[src/rtl/apt_pkg.sv]
package apt_pkg;
  typedef enum logic [2:0] {
    CMD_NOP = 3'd0,
    CMD_ACT = 3'd1,
    CMD_RD  = 3'd2,
    CMD_WR  = 3'd3,
    CMD_PRE = 3'd4
  } cmd_e;

  typedef enum logic [2:0] {
    BK_IDLE,
    BK_ACTIVE,
    BK_BURST_AP,
    BK_WR_REC,
    BK_PRECHG
  } bank_st_e;
endpackage

[src/rtl/apt_bank.sv]
module apt_bank
  import apt_pkg::*;
#(
  parameter int BURST_LEN = 4,
  parameter int T_WR      = 2,
  parameter int T_RP      = 3
) (
  input  logic       clk_i,
  input  logic       rst_ni,
  input  logic       sel_i,
  input  logic [2:0] cmd_i,
  input  logic       a10_i,
  input  logic       commit_i,
  output logic       illegal_o,
  output logic       busy_o
);
  localparam int WR_CYC = BURST_LEN / 2 + 1;
  localparam int RD_CYC = BURST_LEN / 2;
  localparam int M1     = (WR_CYC > T_WR) ? WR_CYC : T_WR;
  localparam int MAXC   = (M1 > T_RP) ? M1 : T_RP;
  localparam int CW     = $clog2(MAXC + 1);

  bank_st_e      state_q, state_d;
  logic [CW-1:0] cnt_q, cnt_d;
  logic          rd_ap_q, rd_ap_d;

  always_comb begin
    illegal_o = 1'b0;
    if (sel_i && cmd_i != CMD_NOP) begin
      case (state_q)
        BK_IDLE:   illegal_o = (cmd_i == CMD_RD) || (cmd_i == CMD_WR);
        BK_ACTIVE: illegal_o = (cmd_i == CMD_ACT);
        default:   illegal_o = 1'b1;
      endcase
    end
  end

  always_comb begin
    state_d = state_q;
    cnt_d   = cnt_q;
    rd_ap_d = rd_ap_q;
    case (state_q)
      BK_IDLE:
        if (commit_i && cmd_i == CMD_ACT) state_d = BK_ACTIVE;
      BK_ACTIVE:
        if (commit_i) begin
          if (cmd_i == CMD_PRE) begin
            state_d = BK_PRECHG;
            cnt_d   = CW'(T_RP);
          end else if (cmd_i == CMD_RD && a10_i) begin
            state_d = BK_BURST_AP;
            cnt_d   = CW'(RD_CYC);
            rd_ap_d = 1'b1;
          end else if (cmd_i == CMD_WR && a10_i) begin
            state_d = BK_BURST_AP;
            cnt_d   = CW'(WR_CYC);
            rd_ap_d = 1'b0;
          end
        end
      BK_BURST_AP:
        if (cnt_q == CW'(1)) begin
          state_d = rd_ap_q ? BK_PRECHG : BK_WR_REC;
          cnt_d   = rd_ap_q ? CW'(T_RP) : CW'(T_WR);
        end else cnt_d = cnt_q - CW'(1);
      BK_WR_REC:
        if (cnt_q == CW'(1)) begin
          state_d = BK_PRECHG;
          cnt_d   = CW'(T_RP);
        end else cnt_d = cnt_q - CW'(1);
      BK_PRECHG:
        if (cnt_q == CW'(1)) begin
          state_d = BK_IDLE;
          cnt_d   = '0;
        end else cnt_d = cnt_q - CW'(1);
      default: state_d = BK_IDLE;
    endcase
  end

  always_ff @(posedge clk_i or negedge rst_ni) begin
    if (!rst_ni) begin
      state_q <= BK_IDLE;
      cnt_q   <= '0;
      rd_ap_q <= 1'b0;
    end else begin
      state_q <= state_d;
      cnt_q   <= cnt_d;
      rd_ap_q <= rd_ap_d;
    end
  end

  assign busy_o = (state_q == BK_BURST_AP) || (state_q == BK_WR_REC) ||
                  (state_q == BK_PRECHG);

  a_r6_no_commit_while_busy: assert property (@(posedge clk_i) disable iff (!rst_ni)
    busy_o |-> !commit_i);
  a_r5_rd_ap_loads_burst: assert property (@(posedge clk_i) disable iff (!rst_ni)
    (commit_i && state_q == BK_ACTIVE && cmd_i == CMD_RD && a10_i)
    |=> (state_q == BK_BURST_AP && cnt_q == CW'(RD_CYC)));
  a_r4_wr_recovery_follows: assert property (@(posedge clk_i) disable iff (!rst_ni)
    (state_q == BK_BURST_AP && cnt_q == CW'(1) && !rd_ap_q) |=> state_q == BK_WR_REC);
  a_r7_prechg_ends_idle: assert property (@(posedge clk_i) disable iff (!rst_ni)
    (state_q == BK_PRECHG && cnt_q == CW'(1)) |=> state_q == BK_IDLE);
endmodule

[src/rtl/apt_rd_guard.sv]
module apt_rd_guard
  import apt_pkg::*;
#(
  parameter int NUM_BANKS = 4,
  parameter int RD_BLOCK  = 2
) (
  input  logic                         clk_i,
  input  logic                         rst_ni,
  input  logic [2:0]                   cmd_i,
  input  logic [$clog2(NUM_BANKS)-1:0] bank_i,
  input  logic                         commit_i,
  output logic                         illegal_o
);
  localparam int BW = $clog2(NUM_BANKS);
  localparam int GW = $clog2(RD_BLOCK + 1);

  logic [GW-1:0] win_q;
  logic [BW-1:0] wbank_q;

  // reads to another bank collide with write data still on the bus
  assign illegal_o = (cmd_i == CMD_RD) && (win_q != '0) && (bank_i != wbank_q);

  always_ff @(posedge clk_i or negedge rst_ni) begin
    if (!rst_ni) begin
      win_q   <= '0;
      wbank_q <= '0;
    end else if (commit_i && cmd_i == CMD_WR) begin
      win_q   <= GW'(RD_BLOCK);
      wbank_q <= bank_i;
    end else if (win_q != '0) begin
      win_q <= win_q - GW'(1);
    end
  end

  a_r9_write_opens_window: assert property (@(posedge clk_i) disable iff (!rst_ni)
    (commit_i && cmd_i == CMD_WR) |=> (win_q == GW'(RD_BLOCK) && wbank_q == $past(bank_i)));
  a_r9_no_commit_on_block: assert property (@(posedge clk_i) disable iff (!rst_ni)
    illegal_o |-> !commit_i);
endmodule

[src/rtl/sdram_ap_tracker.sv]
module sdram_ap_tracker
  import apt_pkg::*;
#(
  parameter int NUM_BANKS = 4,
  parameter int BURST_LEN = 4,
  parameter int T_WR      = 2,
  parameter int T_RP      = 3,
  parameter int RD_BLOCK  = 2
) (
  input  logic                         clk_i,
  input  logic                         rst_ni,
  input  logic [2:0]                   cmd_i,
  input  logic [$clog2(NUM_BANKS)-1:0] bank_i,
  input  logic                         a10_i,
  output logic [NUM_BANKS-1:0]         bank_busy_o,
  output logic                         illegal_o,
  output logic [$clog2(NUM_BANKS)-1:0] illegal_bank_o,
  output logic [2:0]                   illegal_cmd_o
);
  localparam int BW = $clog2(NUM_BANKS);

  logic [NUM_BANKS-1:0] bank_ill;
  logic                 guard_ill;
  logic                 any_ill;
  logic                 commit;

  assign any_ill = (|bank_ill) || guard_ill;
  assign commit  = (cmd_i != CMD_NOP) && !any_ill;

  for (genvar b = 0; b < NUM_BANKS; b++) begin : g_bank
    apt_bank #(
      .BURST_LEN(BURST_LEN),
      .T_WR     (T_WR),
      .T_RP     (T_RP)
    ) u_bank (
      .clk_i    (clk_i),
      .rst_ni   (rst_ni),
      .sel_i    (bank_i == BW'(b)),
      .cmd_i    (cmd_i),
      .a10_i    (a10_i),
      .commit_i (commit && (bank_i == BW'(b))),
      .illegal_o(bank_ill[b]),
      .busy_o   (bank_busy_o[b])
    );
  end

  apt_rd_guard #(
    .NUM_BANKS(NUM_BANKS),
    .RD_BLOCK (RD_BLOCK)
  ) u_guard (
    .clk_i    (clk_i),
    .rst_ni   (rst_ni),
    .cmd_i    (cmd_i),
    .bank_i   (bank_i),
    .commit_i (commit),
    .illegal_o(guard_ill)
  );

  always_ff @(posedge clk_i or negedge rst_ni) begin
    if (!rst_ni) begin
      illegal_o      <= 1'b0;
      illegal_bank_o <= '0;
      illegal_cmd_o  <= CMD_NOP;
    end else begin
      illegal_o <= any_ill;
      if (any_ill) begin
        illegal_bank_o <= bank_i;
        illegal_cmd_o  <= cmd_i;
      end
    end
  end

  a_r10_report_matches_cmd: assert property (@(posedge clk_i) disable iff (!rst_ni)
    illegal_o |-> (illegal_cmd_o == $past(cmd_i) && illegal_bank_o == $past(bank_i)));
  a_r10_nop_never_flagged: assert property (@(posedge clk_i) disable iff (!rst_ni)
    (cmd_i == CMD_NOP) |=> !illegal_o);
endmodule

[config.mk]
export PLATFORM = sky130hd
export DESIGN_NAME = sdram_ap_tracker
export DESIGN_NICKNAME = d
export VERILOG_FILES = /design/src/rtl/apt_pkg.sv /design/src/rtl/apt_bank.sv /design/src/rtl/apt_rd_guard.sv /design/src/rtl/sdram_ap_tracker.sv
export SDC_FILE = /design/constraint.sdc
export NUM_CORES = 1
export LEC_CHECK = 0
export BUFFER_PORTS_ARGS = -buffer_cell sky130_fd_sc_hd__buf_2
export CORE_ASPECT_RATIO = 0.8
export CORE_MARGIN = 2
export CORE_UTILIZATION = 35
export DETAILED_ROUTE_END_ITERATION = 12
export PLACE_DENSITY = 0.47
export REMOVE_ABC_BUFFERS = 1
export SYNTH_ARGS = -nofsm -noshare
export SYNTH_HDL_FRONTEND = slang
export SYNTH_SLANG_ARGS = --single-unit
[constraint.sdc]
create_clock -name clk_i -period 4.65 [get_ports clk_i]
set_input_delay 0.93 -clock clk_i [delete_from_list [all_inputs] [get_ports clk_i]]
set_output_delay 0.93 -clock clk_i [all_outputs]
set_load 0.005 [all_outputs]
==> key figures, run 1 <==
Cells and area
  – Antenna diodes: 0
  – Share of layout cells above drive strength 1: 0.152
  – Area delta synth->final: 6.92%
  – Fin nets: 316

Synth
  – Prevailing post-synth register cell: dfrtp_1
  – Synth warn: 0
  – Mean area per synthesized cell: about 8.7 µm²
  – Post-synthesis sequential area ratio: 0.336
  – Synth Instances: about 290
  – Post-synth EDFFs: 0
  – Unique masters post-synth: 63
  – FF+latch count, synth: 34
  – Post-Syn Area: approximately 0.0025 mm²
  – Post-synth ARST share: 1.00

Floorplan
  – Core area: between 0.006 and 0.007 mm²
  – Num rows: 27
  – Die area: ~0.008 mm²
  – Die width: a little under 100 µm
  – I/O pin count: 18
  – Die height: 80.0 µm
  – Initial Util: 0.365

CTS
  – Clock Tree Buf Depth: 2
  – Clk root buf: clkbuf_8
  – Clk slew on worst S/H paths: 0.07 ns
  – Postcts setup bufs: 0
  – Worst skew pair latency: 0.28 ns
  – H-tree depth: 2
  – TritonCTS Sinks: 34
  – TritonCTS clock tree: done
  – # hold bufs at CTS: 0
  – Number of gates resized after CTS: 0
  – Total CTS buffers: 5

Route
  – Routed wire per std cell: between 15 and 20 µm
  – Final wirelength: about 5.9 mm
  – Vias per cell: about 5.5
  – First-iteration detailed-routing DRC count: 74
  – DR DRC count: 0
  – Via count: about 2100
  – Final ANT Viol Nets: 0
  – Total iterations of the first detailed-routing run: 4

Critical path
  – CP Capture Type: flop
  – Critical path required time: roughly 4.8 ns
  – Slowest CP cell: or3b_1
  – Startpoint types: input port
  – Crit path buffers/inverters: 1
  – CP Cell Sequence: buf_2, nand2b_1, o221ai_1, a22o_1, or3b_1, or4_4, mux2i_1
  – CP Max Fanout: 13
  – CP max stage delay: 0.61 ns
  – CP Class: in2reg
  – Worst path top cell family by delay: simple AND/OR/NAND/NOR gates
  – Crit path DAT: between 3 and 4 ns

STA
  – Clock Skew: about 0.0038 ns
  – Max Fclk: about 330 MHz
  – # setup viols final: 0
  – Post-route clock period utilization: 0.654
  – Rel. slew slack: 0.467
  – Slew Viols, Final: 0
  – Slew @ Worst Pin: around 0.80 ns
  – Final hold viol count: 0
  – RSZ-0062 raised after global routing: false
  – Final setup TNS: 0 ns
  – Post-layout min period: a little over 3 ns

Pwr
  – Pleak: 1.18 nW
  – Clk pwr share: 0.174
  – Switch Pwr: around 550 µW
  – Final Power: approximately 1.3 mW
  – Logic pwr share: 0.418
  – Seq pwr share: 0.408
  – Max IR drop VDD: about 210 µV
  – Pint: 785 µW
  – P per Cell Area: a little under 500 mW/mm²
  – Switching Share: 0.413

Global routing
  – Total grt overflow: 0
  – Initial antenna violation count: 0
  – Vias in the first global route: a little under 2000
  – First-pass GRT wire length: between 10 and 15 mm
  – Largest net degree at the start of global routing: 35
  – Total GRT Usage: 0.159

Placement
  – Placer Congestion: around 0.8
  – HPWL Detailed: 4.17 mm
  – Port Buffers: 17

Flow run
  – MaxCap Viol Count: 0

Hold path
  – Hold crit path type: reg2reg

Outcome
  – Status: finished, final reports clean
power groups by stage:
stage,registers [mW],logic [mW],clock network [mW]
after CTS,0.545,0.566,0.240
after floorplan,0.513,0.425,0
after global placement,0.553,0.562,0
final,0.545,0.559,0.232
after detailed placement,0.549,0.560,0
after global routing,0.572,0.647,0.252
stage by stage:
stage | hold slack (ns) | worst slack (ns) | cell area, µm² | utilization | std cells
6_report | 0.505 | 1.61 | 2710 | 0.391 | 383
5_1_grt | 0.538 | 1.49 | 2710 | 0.391 | 383
4_1_cts | 0.516 | 1.63 | 2710 | 0.391 | 383
3_5_place_dp | 0.496 | 1.32 | 2610 | 0.377 | 375
3_3_place_gp | 0.487 | 1.37 | 2610 | 0.377 | 375
2_1_floorplan | 0.470 | 1.79 | 2420 | - | 271
layer usage:
layer / wire, µm / global-route usage / share of wire / vias to the layer above
li1: - / - / - / 1063
met1: 3220 / 0.243 / 0.55 / 1011
met2: 2420 / 0.232 / 0.41 / 29
met3: 215 / 0.0306 / 0.037 / 2
met4: 26 / 0.0329 / 0.0044 / 0
met5: 0 / 0 / 0 / -
Yosys cell counts, types with 3 or more instances:
cell type   n  area (µm²)
a2111oi_0   4        35.0
a211oi_1    4        30.0
a21oi_1    19        95.1
a31oi_1     5        31.3
a32oi_1     5        43.8
and2_1      3        18.8
buf_4       4        30.0
clkbuf_1   14        52.6
dfrtp_1    34         851
ha_1       13         163
inv_1      20        75.1
mux2_2     11         124
mux2i_1     3        30.0
nand2_1    24        90.1
nand2b_1   10        62.6
nand3_1     3        15.0
nand3b_1    3        22.5
nor2_1     25        93.8
nor2b_1     3        18.8
nor3_1      7        35.0
nor3b_1     3        22.5
o21ai_0    20         100
o21bai_1    3        22.5
xnor2_1     5        43.8
final cells by class:
class | instances | area, µm²
multi-input cells | 217 | 1490
flip-flops and latches | 34 | 851
well taps | 87 | 109
clock inverters | 1 | 5.00
clock buffers | 7 | 86.3
repair buffers | 17 | 85.1
inverters | 20 | 75.1
fillers | 702 | 4220
final timing paths:
kind	cells past startpoint	endpoint	slack (ns)	start
worst max-delay path	7	g_bank[0].u_bank.rd_ap_q	1.61	cmd_i[2]
worst min-delay path	1	illegal_bank_o[0]	0.50	illegal_bank_o[0]
worst max register to register	6	g_bank[0].u_bank.rd_ap_q	2.02	g_bank[1].u_bank.state_q[1]
worst min register to register	1	illegal_bank_o[0]	0.50	illegal_bank_o[0]
max in group asynchronous	1	illegal_cmd_o[1]	3.41	rst_ni
min in group asynchronous	1	g_bank[1].u_bank.cnt_q[1]	0.73	rst_ni
flip-flops by register name, summed over array words and instances, names as in the netlist:
register               flops
u_guard.win_q              2
u_guard.wbank_q            2
illegal_bank_o             2
g_bank.u_bank.cnt_q        8
g_bank.u_bank.rd_ap_q      4
g_bank.u_bank.state_q     12
illegal_o                  1
illegal_cmd_o              3
cell families (layout without fill, tap and decap cells):
kind of cell    count (synthesis)  in the layout  synth area share
xor+xnor                        5              5            0.0173
simple gates                   98             98             0.205
flops                          34             34             0.336
fa+ha+maj                      13             13            0.0643
buf+inv                        41             45            0.0732
compound gates                 86             86             0.239
mux                            15             15            0.0653
worst register-to-register path, cell delays in order, from the launching register on:
cell and delay (ns):
dfrtp_1 0.53, nor2_1 0.22, o221ai_2 0.13, a22o_1 0.28, or3b_1 0.61, or4_4 0.61
mux2i_1 0.13
layout by cell type (no fill, tap or decap), drive strengths merged, types with 5 or more instances in the layout:
master  synthesis  routed
o21ai          21      21
nor3            8       8
inv            20      20
dfrtp          34      34
mux2           12      12
nor2           25      25
ha             13      13
nand2          24      24
a31oi           5       5
clkbuf         14       7
xnor2           5       5
a32oi           5       5
buf             7      17
a21oi          19      19
nand2b         10      10
Power figures use the tool's default switching activity.
==> run 2: changes to the inputs <==
- ABC_AREA: unset -> 1
- clock period: 4.65 -> 2.9 ns (I/O delays scaled with it)
==> run 2 against run 1 <==
Net effect:
- cell count grew 20%
- critical endpoint is now u_guard.wbank_q[0]
- hold slack lost 0.13 ns
- sequential power grew 72%
- core utilization grew 0.73 points
- area after synthesis shrank 2.6%
- global-route usage grew 0.19 points
- first-iteration DRC count grew 28%
- cell area grew 0.88%
- largest power group unchanged
==> key figures, run 2 <==
CTS
  – Clk slew on worst S/H paths: 0.08 ns (about the same)
  – Postcts setup bufs: 0 (unchanged)
  – TritonCTS Sinks: 34 (unchanged)
  – Number of gates resized after CTS: 0 (unchanged)
  – # hold bufs at CTS: 0 (unchanged)
  – TritonCTS clock tree: done
  – Worst skew pair latency: 0.29 ns (about the same)
  – H-tree depth: 2 (unchanged)
  – Total CTS buffers: 5 (unchanged)
  – Clock Tree Buf Depth: 2 (unchanged)
  – Clk root buf: clkbuf_8

Floorplan
  – Die height: 79.0 µm (-1.3%)
  – Die area: 0.00773 mm² (-2.5%)
  – Core area: 0.00686 mm² (-0.98%)
  – I/O pin count: 18 (unchanged)
  – Initial Util: 0.359 (-0.00607)
  – Num rows: 27 (unchanged)
  – Die width: 97.8 µm (-1.3%)

Hold path
  – Hold crit path type: in2async

Route
  – Total iterations of the first detailed-routing run: 4 (unchanged)
  – DR DRC count: 0 (unchanged)
  – Final wirelength: 5.92 mm (+0.71%)
  – Routed wire per std cell: 12.9 µm (-16%)
  – Final ANT Viol Nets: 0 (unchanged)
  – Via count: 2265 (+7.6%)
  – Vias per cell: 4.95 (-10%)
  – First-iteration detailed-routing DRC count: 95 (+28%)

Synth
  – Post-synth ARST share: 1.00 (unchanged)
  – Synth warn: 0 (unchanged)
  – Post-synth EDFFs: 0 (unchanged)
  – Synth Instances: 351 (+20%)
  – Count leader, synth: nand2_1
  – Post-Syn Area: 0.00246 mm² (-2.6%)
  – Commonest cells post-synth: 94 x nand2_1, 51 x inv_1, 34 x dfrtp_1
  – Synth top area cells: dfrtp_1 35%, nand2_1 14%, inv_1 7.8%
  – Post-synth top area cell: dfrtp_1
  – FF+latch count, synth: 34 (unchanged)
  – Prevailing post-synth register cell: dfrtp_1
  – Post-synthesis sequential area ratio: 0.345 (+0.00905)
  – Mean area per synthesized cell: 7.02 µm² (-19%)
  – Share of the synthesized area in the top cell type: 0.345 (+0.00905)
  – Unique masters post-synth: 29 (-54%)

Critical path
  – CP Cell Sequence: inv_2, nand2_1, nor2_1, nand2_1, nand3_1, nand2_1, nor3_4, nand4_2, nand2_1, o21ai_1
  – CP Max Fanout: 16 (+3)
  – CP most frequent cell: nand2_1
  – Crit path buffers/inverters: 1 (unchanged)
  – Crit path DAT: 2.36 ns (-0.84 ns)
  – CP Class: reg2reg
  – Slowest CP cell: dfrtp_1
  – Critical path required time: 3.07 ns (-1.74 ns)
  – CP max stage delay: 0.45 ns (-0.16 ns)
  – Worst path top cell family by delay: simple AND/OR/NAND/NOR gates
  – Startpoint types: flop
  – CP Capture Type: flop

STA
  – # setup viols final: 0 (unchanged)
  – Final hold viol count: 0 (unchanged)
  – Clock Skew: 0.0114 ns (+0.00753 ns)
  – Rel. slew slack: 0.465 (-0.00211)
  – Final setup TNS: 0 ns (unchanged)
  – Post-route clock period utilization: 0.756
  – RSZ-0062 raised after global routing: false
  – WHS: 0.374 ns (-0.131 ns)
  – Max Fclk: between 400 and 500 MHz
  – Slew @ Worst Pin: 0.803 ns (+0.00317 ns)
  – Slew Viols, Final: 0 (unchanged)
  – Post-layout min period: roughly 2.2 ns

Pwr
  – Final Power: 3.14 mW (+140%)
  – Max IR drop VDD: 382 µV (+84%)
  – P per Cell Area: 1150 mW/mm² (+130%)
  – Pleak: 1.40 nW (+19%)

Cells and area
  – Largest reg by FF count: g_bank.u_bank.state_q
  – Area delta synth->final: 10.8%
  – Share of layout cells above drive strength 1: 0.137 (-0.0146)
  – Register area: 851 µm² (unchanged)
  – Largest register FFs: 12 (unchanged)
  – Fin nets: 391 (+24%)
  – Top flop regs: g_bank.u_bank.state_q x12, g_bank.u_bank.cnt_q x8, g_bank.u_bank.rd_ap_q x4
  – Antenna diodes: 0 (unchanged)
  – Most frequent cells in the layout: 94 x nand2_1, 51 x inv_1, 34 x dfrtp_1
  – Post-layout util: 0.398 (+0.00732)
  – Commonest non-fill, non-tap cell in the layout: nand2_1
  – Fin cells: 458 (+20%)
  – Fill count: 733 (+4.4%)
  – Multi-input logic area: 0.00136 mm² (-9.1%)

Global routing
  – Met2 Resource Use GR: 0.252 (+0.0207)
  – Largest net degree at the start of global routing: 35 (unchanged)
  – Vias in the first global route: 2180 (+13%)
  – Total grt overflow: 0 (unchanged)
  – Total GRT Usage: 0.161 (+0.00189)
  – GR Layer Usage met1: 0.232 (-0.0109)
  – First-pass GRT wire length: 10.2 mm (+1.6%)
  – Met3 Usage GRT: 0.0299 (-0.000718)
  – Busiest layer in global routing: met2
  – Initial antenna violation count: 0 (unchanged)

Placement
  – Dpl cells: 450 (+20%)
  – HPWL Detailed: 4.50 mm (+7.9%)
  – Port Buffers: 17 (unchanged)
  – Placer Congestion: 0.802 (+0.34%)

Flow run
  – MaxCap Viol Count: 0 (unchanged)

Outcome
  – Status: finished, final reports clean
## run 2: cell types whose count changed after synthesis, moves of 8 or more
cell | previous run | this run
mux2_2 | 11 | 0
o21ai_1 | 1 | 10
inv_1 | 20 | 51
nand2_2 | 0 | 8
nand4_1 | 2 | 25
a21oi_1 | 19 | 5
nand2b_1 | 10 | 0
nand3_1 | 3 | 20
nand2_1 | 24 | 94
clkbuf_1 | 14 | 0
## run 2: power breakdown
| group | switching, mW | internal [mW] |
|---|---|---|
| clock network | 0.181 | 0.253 |
| logic | 1.12 | 0.651 |
| registers | 0.228 | 0.709 |
| total | 1.53 | 1.61 |
## run 2: layout make-up
class,instances,share of cell area
clock buffer,5,0.0252
clock inverter,3,0.0147
inverter,58,0.0798
multi-input combinational,254,0.497
sequential,34,0.312
tap,87,0.0399
timing repair buffer,17,0.0312
## run 2: worst reg2reg max path, cell delays in order, from the launching register on
cell and delay [ns]:
dfrtp_1 0.45, inv_2 0.08, nand2_1 0.09, nor2_1 0.25, nand2_1 0.09, nand3_1 0.09, nand2_1 0.11, nor3_4 0.45
nand4_2 0.29, nand2_1 0.12, o21ai_1 0.07
## run 2: kinds of logic after synthesis
kind of cell,synth area share
xor gates and xnor gates,0.00711
DFF,0.345
buffers and inverters,0.104
adders and majority gates,0.0660
and+or+nand+nor,0.367
AOI/OAI and AO/OA,0.111
## run 2: routing by layer
metal | wire length [µm] | vias to the layer above
met1 | 3210 | 1038
met4 | 33 | 0
li1 | - | 1192
met3 | 181 | 2
met2 | 2490 | 33
met5 | 0 | -
## run 2: final timing paths
kind,from,cells past startpoint,end,slack (ns)
setup / recovery,g_bank[1].u_bank.state_q[2],10,u_guard.wbank_q[0],0.71
hold / removal,rst_ni,1,g_bank[3].u_bank.cnt_q[1],0.37
setup reg to reg,g_bank[1].u_bank.state_q[2],10,u_guard.wbank_q[0],0.71
hold reg to reg,illegal_bank_o[0],2,illegal_bank_o[0],0.49
max in group asynchronous,rst_ni,1,g_bank[2].u_bank.rd_ap_q,2.02
min in group clk_i,illegal_bank_o[0],2,illegal_bank_o[0],0.49
## run 2: per-stage QoR
step | setup WS, ns | area (µm²)
2_1_floorplan | 1.01 | 2430
3_3_place_gp | 0.607 | 2620
3_5_place_dp | 0.512 | 2620
4_1_cts | 0.692 | 2730
5_1_grt | 0.428 | 2730
6_report | 0.707 | 2730
